`src/rtl/pms_pkg.sv`:
```
package pms_pkg;
  localparam int N_STATES = 5;
  localparam int IDX_RESET = 0;
  localparam int IDX_CAL   = 1;
  localparam int IDX_INIT  = 2;
  localparam int IDX_RUN   = 3;
  localparam int IDX_BROWN = 4;

  typedef enum logic [N_STATES-1:0] {
    S_RESET = 5'b00001,
    S_CAL   = 5'b00010,
    S_INIT  = 5'b00100,
    S_RUN   = 5'b01000,
    S_BROWN = 5'b10000
  } pms_state_e;
endpackage

```
`src/rtl/pms_sync.sv`:
```
module pms_sync #(
  parameter int   STAGES  = 2,
  parameter logic RST_VAL = 1'b0
) (
  input  logic clk,
  input  logic rst_n,
  input  logic d,
  output logic q
);
  logic [STAGES-1:0] sr;

  always_ff @(posedge clk or negedge rst_n) begin
    if (!rst_n) sr <= {STAGES{RST_VAL}};
    else        sr <= {sr[STAGES-2:0], d};
  end

  assign q = sr[STAGES-1];
endmodule

```
`src/rtl/pms_debounce.sv`:
```
module pms_debounce #(
  parameter int DEB_MS = 2
) (
  input  logic clk,
  input  logic rst_n,
  input  logic raw,
  input  logic tick,
  output logic deb
);
  localparam int CW = (DEB_MS < 2) ? 1 : $clog2(DEB_MS + 1);
  localparam logic [CW-1:0] LAST = CW'(DEB_MS - 1);

  logic [CW-1:0] cnt_q, cnt_d;
  logic          deb_q, deb_d;

  always_comb begin
    cnt_d = cnt_q;
    deb_d = deb_q;
    if (raw == deb_q) begin
      cnt_d = '0;
    end else if (tick) begin
      if (cnt_q == LAST) begin
        cnt_d = '0;
        deb_d = raw;
      end else begin
        cnt_d = cnt_q + CW'(1);
      end
    end
  end

  always_ff @(posedge clk or negedge rst_n) begin
    if (!rst_n) begin
      cnt_q <= '0;
      deb_q <= 1'b0;
    end else begin
      cnt_q <= cnt_d;
      deb_q <= deb_d;
    end
  end

  assign deb = deb_q;
endmodule

```
`src/rtl/pms_fsm.sv`:
```
module pms_fsm
  import pms_pkg::*;
#(
  parameter int RST_MS = 100
) (
  input  logic                clk,
  input  logic                rst_n,
  input  logic                sup_good,
  input  logic                mute_act,
  input  logic                tick,
  input  logic                cal_done,
  input  logic                wr_req,
  output logic                hw_mute,
  output logic                regs_rst,
  output logic                cal_start,
  output logic                gain_zero,
  output logic                wr_accept,
  output logic [N_STATES-1:0] state_oh
);
  localparam int CW = $clog2(RST_MS + 1);
  localparam logic [CW-1:0] LAST = CW'(RST_MS - 1);

  pms_state_e    state_q, state_d;
  logic [CW-1:0] cnt_q, cnt_d;
  logic          mute_q;
  logic          pulse_q, pulse_d;

  always_comb begin
    state_d = state_q;
    unique case (state_q)
      S_RESET: if (!sup_good) state_d = S_BROWN;
               else if (tick && cnt_q == LAST) state_d = S_CAL;
      S_CAL:   if (!sup_good) state_d = S_BROWN;
               else if (cal_done) state_d = S_INIT;
      S_INIT:  if (!sup_good) state_d = S_BROWN;
               else state_d = S_RUN;
      S_RUN:   if (!sup_good) state_d = S_BROWN;
      S_BROWN: if (sup_good) state_d = S_RESET;
      default: state_d = S_BROWN;
    endcase
  end

  always_comb begin
    cnt_d = '0;
    if (state_q == S_RESET && sup_good)
      cnt_d = tick ? cnt_q + CW'(1) : cnt_q;
  end

  always_comb begin
    pulse_d = 1'b0;
    if (state_q == S_RESET && state_d == S_CAL) pulse_d = 1'b1;
    if (state_q == S_RUN && sup_good && mute_act && !mute_q) pulse_d = 1'b1;
  end

  always_ff @(posedge clk or negedge rst_n) begin
    if (!rst_n) begin
      state_q <= S_RESET;
      cnt_q   <= '0;
      mute_q  <= 1'b0;
      pulse_q <= 1'b0;
    end else begin
      state_q <= state_d;
      cnt_q   <= cnt_d;
      mute_q  <= mute_act;
      pulse_q <= pulse_d;
    end
  end

  assign state_oh  = state_q;
  assign hw_mute   = !state_q[IDX_RUN] || mute_act;
  assign regs_rst  = state_q[IDX_RESET] || state_q[IDX_BROWN];
  assign gain_zero = state_q[IDX_INIT];
  assign wr_accept = state_q[IDX_RUN] && wr_req;
  assign cal_start = pulse_q;
endmodule

```
`src/rtl/pwr_mute_seq.sv`:
```
module pwr_mute_seq #(
  parameter int RST_MS      = 100,
  parameter int DEB_MS      = 2,
  parameter int SYNC_STAGES = 2
) (
  input  logic       clk,
  input  logic       rst_n,
  input  logic       supply_ok,
  input  logic       mute_n,
  input  logic       ms_tick,
  input  logic       cal_done,
  input  logic       wr_req,
  output logic       hw_mute,
  output logic       regs_rst,
  output logic       cal_start,
  output logic       gain_zero,
  output logic       wr_accept,
  output logic [4:0] state_oh
);
  logic sup_s, mute_n_s, mute_deb;

  pms_sync #(.STAGES(SYNC_STAGES), .RST_VAL(1'b0)) u_sync_sup (
    .clk(clk), .rst_n(rst_n), .d(supply_ok), .q(sup_s));

  pms_sync #(.STAGES(SYNC_STAGES), .RST_VAL(1'b1)) u_sync_mute (
    .clk(clk), .rst_n(rst_n), .d(mute_n), .q(mute_n_s));

  pms_debounce #(.DEB_MS(DEB_MS)) u_deb (
    .clk(clk), .rst_n(rst_n), .raw(!mute_n_s), .tick(ms_tick), .deb(mute_deb));

  pms_fsm #(.RST_MS(RST_MS)) u_fsm (
    .clk(clk), .rst_n(rst_n), .sup_good(sup_s), .mute_act(mute_deb),
    .tick(ms_tick), .cal_done(cal_done), .wr_req(wr_req),
    .hw_mute(hw_mute), .regs_rst(regs_rst), .cal_start(cal_start),
    .gain_zero(gain_zero), .wr_accept(wr_accept), .state_oh(state_oh));
endmodule

```
`config.mk`:
```
export PLATFORM = sky130hd
export DESIGN_NAME = pwr_mute_seq
export DESIGN_NICKNAME = d
export VERILOG_FILES = /design/src/rtl/pms_pkg.sv /design/src/rtl/pms_sync.sv /design/src/rtl/pms_debounce.sv /design/src/rtl/pms_fsm.sv /design/src/rtl/pwr_mute_seq.sv
export SDC_FILE = /design/constraint.sdc
export NUM_CORES = 1
export LEC_CHECK = 0
export BUFFER_PORTS_ARGS = -buffer_cell sky130_fd_sc_hd__buf_4
export CAP_MARGIN = 20
export CORE_ASPECT_RATIO = 1.4
export CORE_MARGIN = 1.5
export CORE_UTILIZATION = 30
export CTS_BUF_LIST = sky130_fd_sc_hd__clkbuf_4 sky130_fd_sc_hd__clkbuf_8 sky130_fd_sc_hd__clkbuf_16
export CTS_CLUSTER_DIAMETER = 80
export DETAILED_ROUTE_END_ITERATION = 7
export GPL_TIMING_DRIVEN = 0
export PLACE_DENSITY = 0.48
export RECOVER_POWER = 100
export SYNTH_ARGS = -nofsm -noshare
export SYNTH_HDL_FRONTEND = slang
export SYNTH_SLANG_ARGS = --single-unit
```
`constraint.sdc`:
```
create_clock -name clk -period 1.2 [get_ports clk]
set_input_delay 0.06 -clock clk [delete_from_list [all_inputs] [get_ports clk]]
set_output_delay 0.06 -clock clk [all_outputs]
set_load 0.005 [all_outputs]
```
==> results.md, run 1 <==
Outcome:
- The flow ran to the end, but the final reports show violations.
- The checks that failed: setup timing.

Floorplan:
- The die outline area is between 3000 and 4000 µm².
- The floorplan step set the die width to between 50 and 60 µm.
- After floorplanning, the core was sized to cover 2935 µm².
- The floorplan has 23 rows.
- The die outline height is between 60 and 70 µm.
- The initial utilization of the core area, before any placement, comes to 32.14%.
- The number of placed I/O pins is 17.

Worst setup path:
- STA puts the critical path data arrival time at 1.45 ns.
- The largest driver fanout on the critical path is 3.
- The critical setup path kind is reg2reg.
- The number of gates on the worst path with buffers counted is 4.
- On the critical path, the stage with the largest delay is an instance of or4_4.
- The sum of buffers and inverters on the critical path is 0.
- The peak per-stage delay on the critical path is roughly 0.44 ns.
- The signal on the critical path passes through ha_4 -> nand3_2 -> or4_4 -> o21ai_2.
- For the worst setup path, the data required time is 1.39 ns.
- The worst reg-to-reg path cell count is 4.
- The startpoint type of the worst setup path is a flip-flop.
- The launch point of the worst reg-to-reg path is u_fsm.cnt_q[0]$_DFFE_PN0P_.
- The beginning of the critical path is u_fsm.cnt_q[0]$_DFFE_PN0P_.
- The worst setup path is captured at a flip-flop.
- The family of cells with the greatest summed delay on the critical path is simple AND/OR/NAND/NOR gates.

Layout:
- The share of post-route cells with drive strength above 1 is between 30% and 40%.
- 0 antenna diodes ended up in the layout.
- The filler cells instantiated in the layout total between 200 and 300.
- The fraction of the core area covered by cells at the end of the flow is 44.03%.
- With fillers left out, the area of the finished cells amounts to 1292 µm².
- The final layout contains approximately 130 nets.
- Relative to the synthesized area, the layout overhead comes to 37.00%.

Timing:
- Setup violations remaining at the end of the flow were counted as 3.
- The post-route clock skew is slightly below 0.002 ns.
- The timing-limited maximum frequency is a little under 0.8 GHz.
- Setup repair after global routing could not meet its margin everywhere.
- The remaining max-slew budget at the tightest pin is about 64%.
- For the finished layout, the period the worst path requires is roughly 1.3 ns.
- The slew at the pin closest to its max-slew limit is ~0.54 ns.
- The post-route fraction of the period consumed by the critical path is 104.7%.
- The number of max-slew violations in the final report was 0.
- The final worst slack is -0.05672 ns.
- The final count of hold timing violations is 0.

CTS:
- The number of H-tree levels is 1.
- The total number of clock tree sinks is 21.
- TritonCTS built the clock tree.
- In this run the clock root is driven by a clkbuf_8.
- The clock latency reported for the late side of the worst-skew pair is ~0.25 ns.
- After clock tree synthesis, the clock-pin slew on the worst setup and hold paths is about 0.080 ns.
- The number of buffers created by CTS is 3.
- The number of buffers on the longest clock path is 2.

Yosys:
- After synthesis, the cell types taking the most area are dfrtp_1 48%, dfstp_2 8.4%, xor2_1 5.6%.
- The Yosys step of the flow raised 0 warnings.
- The fraction of the yosys area taken by sequential cells is 56.10%.
- In this run, synthesis produced a sequential element count of 21.
- The share of synthesized area in the top cell type comes to a little under half.
- The number of distinct library cells after synthesis is 33.
- In this run, synthesis inferred 0 flip-flops with an integrated enable.
- The fraction of registers with async set or reset after synthesis is between 90% and 100%.
- The cell type contributing the most total cell area after synthesis is dfrtp_1.
- The number of standard cells after synthesis is 86.
- By count the netlist is led by 18 x dfrtp_1, 10 x nor2_1, 6 x xor2_1.
- Summing every instance area after synthesis gives around 940 µm².
- For this run, the leading register cell type out of synthesis is dfrtp_1.
- In this run the mean area of a mapped cell was between 10 and 15 µm².
- Yosys instantiated no cell more often than dfrtp_1.
- The number of nets in the synthesized netlist is 94.

Placed design:
- The worst setup timing slack at the placement stage is -0.08930 ns.
- The sum of net half-perimeters after detailed placement is between 1000 and 1500 µm.
- The number of buffers inserted by port buffering is 15.
- The placer congestion estimate is around 0.67.
- The post-place instance area is between 1000 and 1500 µm².

Pwr:
- In this run the static leakage power is ~0.57 nW.
- Dividing total power by cell area gives a power density of ~1200 nW/µm².
- The final total power is 1.593 mW.
- Across the VDD grid, the largest voltage drop is roughly 0.44 mV.

Route:
- After detailed routing, the average wire length per cell comes to 12.31 µm.
- After detailed routing, the number of remaining DRC violations is 0.
- For this block, the routed nets add up to roughly 1900 µm of wire.
- Before antenna repair, the detailed router went through 4 iterations.
- Summing over every cut layer, the via total after detailed routing is around 740.
- The first-iteration detailed-routing DRC count is 9.
- In the routed layout, each cell is associated on average with a via count of 4.843.
- The count of nets left with antenna violations after detail routing is 0.

Global routing:
- The total routing usage reported by global routing is 12.14%.
- The number of antenna violations at the first check in global routing came to 0.
- The maximum number of pins on one net before global-route repair is 22.
- The first global-routing pass estimated approximately 3300 µm of wire.
- The via count of the first global-routing pass was between 700 and 800.
- The leftover overflow at the end of global routing is 0.

Min path:
- The tightest min-delay check is of the in2reg type.
- The instance count along the most critical hold path is 3.
- The hold path startpoint is ms_tick.

Run:
- Across the run, the number of max-cap violations was 0.
-- registers in the layout, indices dropped and copies added (netlist names) --
register,count
u_fsm.cal_start,1
u_sync_sup.sr,2
u_sync_mute.sr,2
u_fsm.mute_q,1
u_deb.cnt_q,2
u_deb.deb,1
u_fsm.cnt_q,7
u_fsm.state_oh,5
-- placed cells by master, fill, tap and decap left out, types with 2 or more instances in the layout --
master and instances:
buf_4 20, clkbuf_8 3, nand4_1 4, nand4b_1 3, dlygate4sd3_1 4, nor2_1 10
dfrtp_2 3, and3_1 2, inv_1 2, nand3_1 3, xnor2_1 2, nand2_1 4
nand3_2 2, o21ai_0 4, xor2_1 6, dfrtp_1 15, a21oi_1 2, dfstp_2 3
or3_1 2, clkbuf_4 3
-- area by class of cell --
class | count | area (µm²) | share of cell area (%)
sequential | 21 | 533.0 | 41.24
multi-input combinational | 60 | 430.4 | 33.30
timing repair buffer | 27 | 210.2 | 16.26
tap | 37 | 46.29 | 3.582
clock buffer | 3 | 41.29 | 3.195
buffer | 2 | 18.77 | 1.452
inverter | 2 | 7.507 | 0.5808
clock inverter | 1 | 5.005 | 0.3872
-- per-stage QoR --
step	hold WS [ns]	TNS [ns]	cells
3_3_place_gp	-0.04251	-0.3552	138
4_1_cts	0.1030	-0.1777	148
3_5_place_dp	-0.03819	-0.5121	138
2_1_floorplan	-0.2356	-0.02321	86
5_1_grt	0.1127	-0.5369	153
6_report	0.1064	-0.1101	153
-- path summary, 6_finish.rpt --
path	end	slack (ns)
min	u_fsm.cnt_q[0]$_DFFE_PN0P_	0.11
max reg2reg	u_fsm.cal_start$_DFF_PN0_	-0.06
min in group asynchronous	u_sync_sup.sr[1]$_DFF_PN0_	0.31
max in group asynchronous	u_fsm.state_oh[2]$_DFF_PN0_	0.51
max	u_fsm.cal_start$_DFF_PN0_	-0.06
min reg2reg	u_sync_mute.sr[1]$_DFF_PN1_	0.36
-- worst min-delay path, stage by stage --
cell     delay (ns)
buf_6          0.11
xnor2_1        0.12
nor2_1         0.04
-- metal layers --
| layer | GRT usage, % | wire length, µm | vias to the layer above | part of all wire (%) |
|---|---|---|---|---|
| li1 | - | - | 362 | - |
| met1 | 13.26 | 832 | 358 | 44 |
| met2 | 21.78 | 964 | 19 | 51 |
| met3 | 1.940 | 65 | 2 | 3.5 |
| met4 | 6.306 | 21 | 0 | 1.1 |
| met5 | 0 | 0 | - | 0 |
-- power breakdown --
part,internal [mW],switching [mW],total (mW)
registers,0.786,0.0687,0.855
logic,0.153,0.128,0.282
clock network,0.231,0.226,0.457
-- cell families (layout without fill, tap and decap cells) --
kind of cell / Yosys count / after routing / share of synthesized area (%)
buf+inv: 6 / 35 / 3.713
fa+ha+maj: 1 / 1 / 1.326
simple gates: 40 / 41 / 25.20
flops: 21 / 21 / 56.10
mux: 1 / 1 / 1.061
xor+xnor: 8 / 8 / 7.427
compound gates: 9 / 9 / 5.173
-- timing repair --
item                                    4_1_cts  5_1_grt
endpoints found under the setup margin       11       11
gates resized for setup                       3        6
setup buffers                                 3        5
gates cloned                                  1        0
pin swaps                                     2        1
hold endpoints to repair                     24        0
hold buffers                                  4        0
Note: power is estimated with default switching activity, not from simulation.
==> run 2: changes to the inputs <==
--- a/config.mk
+++ b/config.mk
@@ -5,6 +5,7 @@
 export SDC_FILE = /design/constraint.sdc
 export NUM_CORES = 1
 export LEC_CHECK = 0
+export ABC_AREA = 1
 export BUFFER_PORTS_ARGS = -buffer_cell sky130_fd_sc_hd__buf_4
 export CAP_MARGIN = 20
 export CORE_ASPECT_RATIO = 1.4
==> run 2 against run 1 <==
Wire length shrank 13%. Critical endpoint is now regs_rst. Sequential share of layout area rose by 0.85 points. Critical path depth is the same. Flip-flop and latch count did not move. Setup slack gained 0.081 ns. The run now ends clean. Sequential power is 3.0% lower. Clock skew is essentially flat. Die area is 2.4% higher. Non-clock buffer count shrank 8. Critical path type is now reg2out. Utilization down 3.4 points. Largest cell class unchanged.
==> results.md, run 2 <==
Outcome:
- The flow ran to the end, and the final reports show no timing, DRC or antenna violations.

Pwr:
- The power density over the cells was 1210 nW/µm² (-1.8%).
- The combinational cell fraction of total power is 16.1% (-1.6 points).
- The share of total power consumed by net switching is 26.11% (-0.42 points).
- The design internal power came to 1.124 mW (-3.9%).
- The net switching component of the power is 0.3972 mW (-6.0%).
- The reported leakage power is 0.6236 nW (+9.6%).
- The part of the power in the clock network came to 29.4% (+0.7 points).
- The final total power is 1.521 mW (-4.5%).
- The relative contribution of sequential cells to total power is 54.5% (+0.8 points).
- The peak supply drop is 0.6737 mV (+53%).

Floorplan:
- The area of the core region came to 3093 µm² (+5.4%).
- The number of placed I/O pins is 17 (unchanged).
- The effective utilization at floorplan came to 31.27% (-0.87 points).
- The width of the die is 50.99 µm (+1.2%).
- The number of cell rows is 24 (+4.3%).
- The die outline area was 3578 µm² (+2.4%).
- The die outline height was 70.18 µm (+1.2%).

Layout:
- The count of antenna diodes in the layout is 0 (unchanged).
- The final-stage net count is 147 (+18%).
- The share of post-route cells with drive strength above 1 came to 31.16% (-6.8 points).
- The flip-flop count of the largest register, all copies and words added was 7 (unchanged).
- The count of filler cells inserted in the layout is 323 (+8.4%).
- The register ranked first by flip-flop count is u_fsm.cnt_q.
- Leaving out fill and tap cells, the most frequent cell in the layout is nand2_1.
- Compared with the post-synthesis result, the final layout area differs by 30.01%.
- In the layout the commonest cells are 22 x nand2_1, 18 x inv_1, 18 x dfrtp_1, 15 x nor2_1, 10 x buf_4.

CTS:
- The number of buffers on the longest clock path is 2 (unchanged).
- The clock latency reported for the late side of the worst-skew pair is 0.25 ns (about the same).
- TritonCTS built the clock tree.
- The total number of clock tree sinks is 21 (unchanged).
- The clock-pin slew reported for the worst setup and hold paths after clock tree synthesis was 0.07 ns (about the same).
- The number of H-tree levels was 1 (unchanged).
- Clock tree synthesis selected as its root buffer the cell clkbuf_8.
- The number of buffers created by CTS came to 3 (unchanged).

Yosys:
- The post-synth design cell area came to 967.2 µm² (+2.5%).
- The fraction of synthesized cell area taken by the top area cell type came to 46.57% (-1.2 points).
- The count of synthesis-stage warnings from yosys is 0 (unchanged).
- By area the synthesized netlist is led by dfrtp_1 47%, nand2_1 8.9%, dfstp_2 8.2%.
- The average footprint of a synthesized cell came to 8.484 µm² (-23%).
- The cell type contributing the most total cell area after synthesis is dfrtp_1.
- The commonest cells after synthesis are 23 x nand2_1, 20 x inv_1, 19 x nor2_1.
- The fraction of the yosys area taken by sequential cells is 54.72% (-1.4 points).
- The fraction of registers with async set or reset after synthesis is 100.0% (unchanged).
- The number of flip-flops and latches in the synthesized netlist was 21 (unchanged).
- The number of nets in the synthesized netlist is 122 (+30%).
- The number of synthesized flops with an enable pin is 0 (unchanged).
- The number of distinct library cells after synthesis is 19 (-42%).
- The number of standard cells after synthesis came to 114 (+33%).
- The most common cell in the netlist is nand2_1.
- The prevailing post-synth register cell is dfrtp_1.

Min path:
- The type of the most critical hold path is in2reg.

Placed design:
- The sum of net half-perimeters after detailed placement is 1165 µm (-8.5%).
- The placer congestion estimate is 0.7775 (+16%).
- The number of buffers inserted by port buffering is 16 (+1).

Timing:
- The timing-limited maximum frequency is 0.8502 GHz (+6.8%).
- The remaining max-slew budget at the tightest pin is 66.07% (+1.8 points).
- The final critical-path required period is 1.176 ns (-0.08056 ns).
- The final count of negative-setup-slack endpoints is 0 (-3).
- Setup repair after global routing could not meet its margin everywhere.
- The worst hold-check slack came to 0.05868 ns (-0.04773 ns).
- The post-route clock skew was 0.001513 ns (-0.0004734 ns).
- The final count of hold timing violations came to 0 (unchanged).
- The number of max-slew violations in the final report is 0 (unchanged).
- The post-route fraction of the period consumed by the critical path is 98.01% (-6.7 points).
- The slew at the pin closest to its max-slew limit is 0.5089 ns (-0.02639 ns).

Run:
- The count of maximum capacitance violations was 0 (unchanged).

Worst setup path:
- The largest driver fanout on the critical path is 3 (unchanged).
- The worst setup path is of the reg2out kind.
- The data required time at the worst endpoint is 1.14 ns (-0.25 ns).
- STA classifies the critical path endpoint as an output port.
- The worst endpoint data arrival time is 1.12 ns (-0.33 ns).
- STA classifies the critical path startpoint as a flip-flop.

Global routing:
- The maximum number of pins on one net before global-route repair is 22 (unchanged).
- The number of antenna violations at the first check in global routing came to 0 (unchanged).
- The first-pass GRT wire length is 3111 µm (-4.9%).
- The total routing usage reported by global routing is 11.05% (-1.1 points).
- The via count of the first global-routing pass is 739 (-1.7%).
- The leftover overflow at the end of global routing is 0 (unchanged).

Route:
- The ratio of routed vias to standard cells was 4.186 (-14%).
- The number of vias after detailed routing is 741 (unchanged).
- The length of the first detailed-routing pass in iterations is 3 (-1).
- The detailed-route wire length came to 1643 µm (-13%).
- The first-iteration detailed-routing DRC count is 21 (+12).
- The average wire per cell in the routed design came to 9.282 µm (-25%).
- The count of nets left with antenna violations after detail routing is 0 (unchanged).
- The detailed-route DRC error count was 0 (unchanged).
-- run 2: worst max-delay path, cell delays in order (launching register included) --
cell and delay (ns):
dfstp_2 0.54, buf_4 0.12, nor2_1 0.05, inv_1 0.05, buf_4 0.09
-- run 2: logic make-up after synthesis --
group,synth area share [%]
AO/OA/AOI/OAI,3.362
XOR/XNOR,2.717
adder cells (fa/ha/maj),1.293
buffers and inverters,8.538
flip-flops,54.72
AND/OR/NAND/NOR,29.37
-- run 2: worst paths after layout --
kind                       cells after the start                         from  slack [ns]                           to
min in group asynchronous                      2                        rst_n        0.30  u_fsm.state_oh[3]$_DFF_PN0_
setup / recovery                               4  u_fsm.state_oh[0]$_DFF_PN1_        0.02                     regs_rst
hold / removal                                 4                     cal_done        0.06  u_fsm.state_oh[1]$_DFF_PN0_
setup reg to reg                               6  u_fsm.state_oh[0]$_DFF_PN1_        0.06   u_fsm.cnt_q[0]$_DFFE_PN0P_
max in group asynchronous                      2                        rst_n        0.53  u_fsm.state_oh[0]$_DFF_PN1_
hold reg to reg                                0   u_sync_sup.sr[0]$_DFF_PN0_        0.35   u_sync_sup.sr[1]$_DFF_PN0_
-- run 2: cell type report --
| cell class | instances | area, µm² | area share, % |
|---|---|---|---|
| Buffer | 1 | 7.507 | 0.5970 |
| Clock buffer | 3 | 41.29 | 3.284 |
| Clock inverter | 1 | 5.005 | 0.3980 |
| Inverter | 20 | 75.07 | 5.970 |
| Multi-Input combinational cell | 72 | 395.4 | 31.44 |
| Sequential cell | 21 | 529.3 | 42.09 |
| Tap cell | 39 | 48.80 | 3.881 |
| Timing Repair Buffer | 20 | 155.1 | 12.34 |
-- run 2: power by group through the flow --
stage | Clock [mW] | Combinational (mW) | Sequential [mW]
final | 0.448 | 0.245 | 0.829
after CTS | 0.469 | 0.238 | 0.827
after floorplan | 0 | 0.131 | 0.837
after detailed placement | 0 | 0.213 | 0.844
after global routing | 0.494 | 0.292 | 0.840
after global placement | 0 | 0.211 | 0.840
-- run 2: metal layers --
layer,wire (µm),up-vias,global-route usage (%),share of wire [%]
li1,-,399,-,-
met1,721,327,13.95,44
met2,840,13,18.33,51
met3,58,2,1.923,3.5
met4,23,0,4.505,1.4
met5,0,-,0,0
-- run 2: through the flow --
| step | TNS (ns) | util (%) | setup slack (ns) | cells | area (µm²) |
|---|---|---|---|---|---|
| floorplan | 0 | - | 0.07224 | 114 | 967.2 |
| global placement | -0.2533 | 36.73 | -0.04941 | 169 | 1136 |
| detailed placement | -0.3052 | 36.73 | -0.06611 | 169 | 1136 |
| CTS | 0 | 39.77 | 0.008618 | 177 | 1230 |
| global route | -0.09214 | 40.66 | -0.02086 | 177 | 1257 |
| finish | 0 | 40.66 | 0.02384 | 177 | 1257 |
-- run 2: what timing repair did --
action | 4_1_cts | 5_1_grt
endpoints found under the hold margin | 23 | 0
setup endpoints to repair | 9 | 12
hold buffers | 3 | 0
pin swaps | 0 | 1
gates resized for setup | 3 | 11
cloned | 0 | 0
buffers inserted | 1 | 0
==> run 3: changes to the inputs <==
--- a/config.mk
+++ b/config.mk
@@ -16,7 +16,7 @@
 export DETAILED_ROUTE_END_ITERATION = 7
 export GPL_TIMING_DRIVEN = 0
 export PLACE_DENSITY = 0.48
-export RECOVER_POWER = 100
+export RECOVER_POWER = 50
 export SYNTH_ARGS = -nofsm -noshare
 export SYNTH_HDL_FRONTEND = slang
 export SYNTH_SLANG_ARGS = --single-unit
==> run 3 against run 2 <==
Setup slack better by 0.0029 ns. Sequential power about the same. Power down 0.19%.
==> results.md, run 3 (synthesis gave the netlist of run 2 again) <==
Outcome:
- The run finished with clean final reports.

Route:
- The length of the first detailed-routing pass in iterations is 3 (unchanged).
- The detailed-route wire length is 1639 µm (-0.24%).
- The first-iteration detailed-routing DRC count is 22 (+4.8%).
- The average wire per cell in the routed design was 9.260 µm (-0.24%).
- The ratio of routed vias to standard cells is 4.203 (+0.40%).
- The number of vias after detailed routing came to 744 (+0.40%).
- The detailed-route DRC error count is 0 (unchanged).
- The count of nets left with antenna violations after detail routing came to 0 (unchanged).

Floorplan:
- The number of placed I/O pins is 17 (unchanged).
- The area of the core region is 3093 µm² (unchanged).
- The die outline area came to 3578 µm² (unchanged).
- The effective utilization at floorplan is 31.27% (unchanged).
- The die outline height is 70.18 µm (unchanged).
- The width of the die is 50.99 µm (unchanged).
- The number of cell rows was 24 (unchanged).

Worst setup path:
- The slowest stage of the critical path is the dfstp_2 cell.
- The type of destination of the critical path is an output port.
- The peak per-stage delay on the critical path came to 0.54 ns (about the same).
- STA classifies the critical path startpoint as a flip-flop.
- The data required time at the worst endpoint is 1.14 ns (about the same).
- The worst endpoint data arrival time was 1.11 ns (about the same).
- The most numerous cell type found on the critical path is buf_4.
- The signal on the critical path passes through buf_4 -> nor2_1 -> inv_1 -> buf_4.
- The largest driver fanout on the critical path is 3 (unchanged).
- The critical path is of the reg2out type.

Layout:
- The share of post-route cells with drive strength above 1 is 31.88% (+0.72 points).
- The commonest non-fill, non-tap cell in the layout is nand2_1.
- Counting flops per register, the top entry is u_fsm.cnt_q.
- The count of filler cells inserted in the layout is 323 (unchanged).
- Leaving out fill and tap cells, the most frequent cells in the layout are 22 x nand2_1, 18 x inv_1, 18 x dfrtp_1, 16 x buf_4, 15 x nor2_1.
- The final-stage net count was 147 (unchanged).
- The final cell area excluding filler cells came to 1262 µm² (+0.40%).
- The flip-flop count of the largest register, all copies and words added is 7 (unchanged).
- The area growth from synthesis to layout is 30.53%.
- The count of antenna diodes in the layout came to 0 (unchanged).

Pwr:
- The final total power is 1.518 mW (-0.19%).
- The power density over the cells is 1203 nW/µm² (-0.59%).
- The part of the power in the clock network was 29.2% (-0.2 points).
- The relative contribution of sequential cells to total power is 54.6% (about the same).
- The peak supply drop is 0.6643 mV (-1.4%).
- The reported leakage power is 0.6268 nW (+0.52%).
- The net switching component of the power is 0.3933 mW (-0.96%).
- The share of total power consumed by net switching came to 25.91% (-0.20 points).
- The combinational cell fraction of total power is 16.2% (about the same).
- The design internal power is 1.125 mW (about the same).

Timing:
- The worst hold-check slack is 0.05865 ns (-0.00003460 ns).
- The timing-limited maximum frequency came to 0.8523 GHz (+0.24%).
- The slew at the pin closest to its max-slew limit is 0.5093 ns (+0.0003576 ns).
- The final worst slack is 0.02672 ns (+0.002874 ns).
- The post-route fraction of the period consumed by the critical path is 97.77% (-0.24 points).
- The remaining max-slew budget at the tightest pin is 66.05% (about the same).
- The final critical-path required period is 1.173 ns (-0.002874 ns).
- The number of max-slew violations in the final report is 0 (unchanged).
- The final count of hold timing violations came to 0 (unchanged).
- The final count of negative-setup-slack endpoints is 0 (unchanged).
- Setup repair after global routing could not meet its margin everywhere.
- The total negative setup slack is 0 ns (unchanged).
- The post-route clock skew is 0.0008638 ns (-0.0006489 ns).

Global routing:
- The met3 layer usage reported by global route is 1.923% (unchanged).
- The number of antenna violations at the first check in global routing is 0 (unchanged).
- The first-pass GRT wire length came to 3111 µm (unchanged).
- The fraction of met2 tracks used by global routing came to 18.33% (unchanged).
- The maximum number of pins on one net before global-route repair is 22 (unchanged).
- In this run the most used layer during global routing was met2.
- The via count of the first global-routing pass was 739 (unchanged).
- The leftover overflow at the end of global routing is 0 (unchanged).
- The met1 demand-to-capacity share in global routing was 13.95% (unchanged).
- The total routing usage reported by global routing is 11.05% (unchanged).

Placed design:
- The placer congestion estimate was 0.7775 (unchanged).
- The sum of net half-perimeters after detailed placement is 1165 µm (unchanged).
- The post-place instance area is 1136 µm² (unchanged).
- The worst setup timing slack at the placement stage came to -0.06611 ns (unchanged).
- The number of buffers inserted by port buffering came to 16 (unchanged).

CTS:
- The number of H-tree levels came to 1 (unchanged).
- The clock latency reported for the late side of the worst-skew pair is 0.25 ns (about the same).
- The CTS tree is done.
- The number of buffers created by CTS is 3 (unchanged).
- The number of buffers on the longest clock path is 2 (unchanged).
- The cell sitting at the root of the clock tree is a clkbuf_8.
- The total number of clock tree sinks is 21 (unchanged).
- The clock-pin slew reported for the worst setup and hold paths after clock tree synthesis is 0.07 ns (about the same).

Run:
- The count of maximum capacitance violations came to 0 (unchanged).

Min path:
- The type of the most critical hold path is in2reg.
## run 3: cell types whose count changed in the layout (fill, tap and decap cells not counted)
cell,before,now
buf_4,10,16
clkbuf_4,7,1
dfstp_1,1,0
dfstp_2,2,3
nor2_2,6,5
nor2_4,2,3
## run 3: final timing paths
kind / start / endpoint / slack, ns / depth (start not counted)
min in group asynchronous: rst_n / u_fsm.state_oh[3]$_DFF_PN0_ / 0.30 / 2
worst max register to register: u_fsm.state_oh[0]$_DFF_PN1_ / u_fsm.cnt_q[0]$_DFFE_PN0P_ / 0.06 / 6
max in group asynchronous: rst_n / u_fsm.state_oh[0]$_DFF_PN1_ / 0.53 / 2
worst max-delay path: u_fsm.state_oh[0]$_DFF_PN1_ / regs_rst / 0.03 / 4
worst min-delay path: cal_done / u_fsm.state_oh[1]$_DFF_PN0_ / 0.06 / 4
worst min register to register: u_sync_sup.sr[0]$_DFF_PN0_ / u_sync_sup.sr[1]$_DFF_PN0_ / 0.35 / 0
## run 3: what timing repair did
| action | CTS | global route |
|---|---|---|
| endpoints found under the hold margin | 23 | 0 |
| pin swaps | 0 | 1 |
| gates resized for setup | 3 | 11 |
| setup endpoints to repair | 9 | 12 |
| hold buffers | 3 | 0 |
| setup buffers | 1 | 0 |
## run 3: routing by layer
| metal | wire length (µm) | part of all wire [%] | vias up |
|---|---|---|---|
| met1 | 722 | 44 | 329 |
| met5 | 0 | 0 | - |
| met2 | 836 | 51 | 13 |
| li1 | - | - | 400 |
| met3 | 57 | 3.5 | 2 |
| met4 | 23 | 1.4 | 0 |
## run 3: power groups by stage
stage | Sequential, mW | Clock (mW) | Combinational [mW]
2_1_floorplan | 0.837 | 0 | 0.131
5_1_grt | 0.841 | 0.494 | 0.293
3_5_place_dp | 0.844 | 0 | 0.213
4_1_cts | 0.827 | 0.469 | 0.238
6_report | 0.829 | 0.444 | 0.245
3_3_place_gp | 0.840 | 0 | 0.211
## run 3: final cells by class
class,instances,area (µm²),share of cell area (%)
sequential,21,529.3,41.92
multi-input combinational,72,400.4,31.71
timing repair buffer,20,155.1,12.29
inverter,20,75.07,5.946
tap,39,48.80,3.865
clock buffer,3,41.29,3.271
buffer,1,7.507,0.5946
clock inverter,1,5.005,0.3964
## run 3: critical path: cells and delay by family (launching register included)
| kind | cells | cell delay, ns |
|---|---|---|
| buf+inv | 3 | 0.26 |
| flops | 1 | 0.54 |
| simple gates | 1 | 0.05 |
## run 3: stage by stage
stage	cells	util, %
2_1_floorplan	114	-
3_3_place_gp	169	36.73
3_5_place_dp	169	36.73
4_1_cts	177	39.77
5_1_grt	177	40.82
6_report	177	40.82
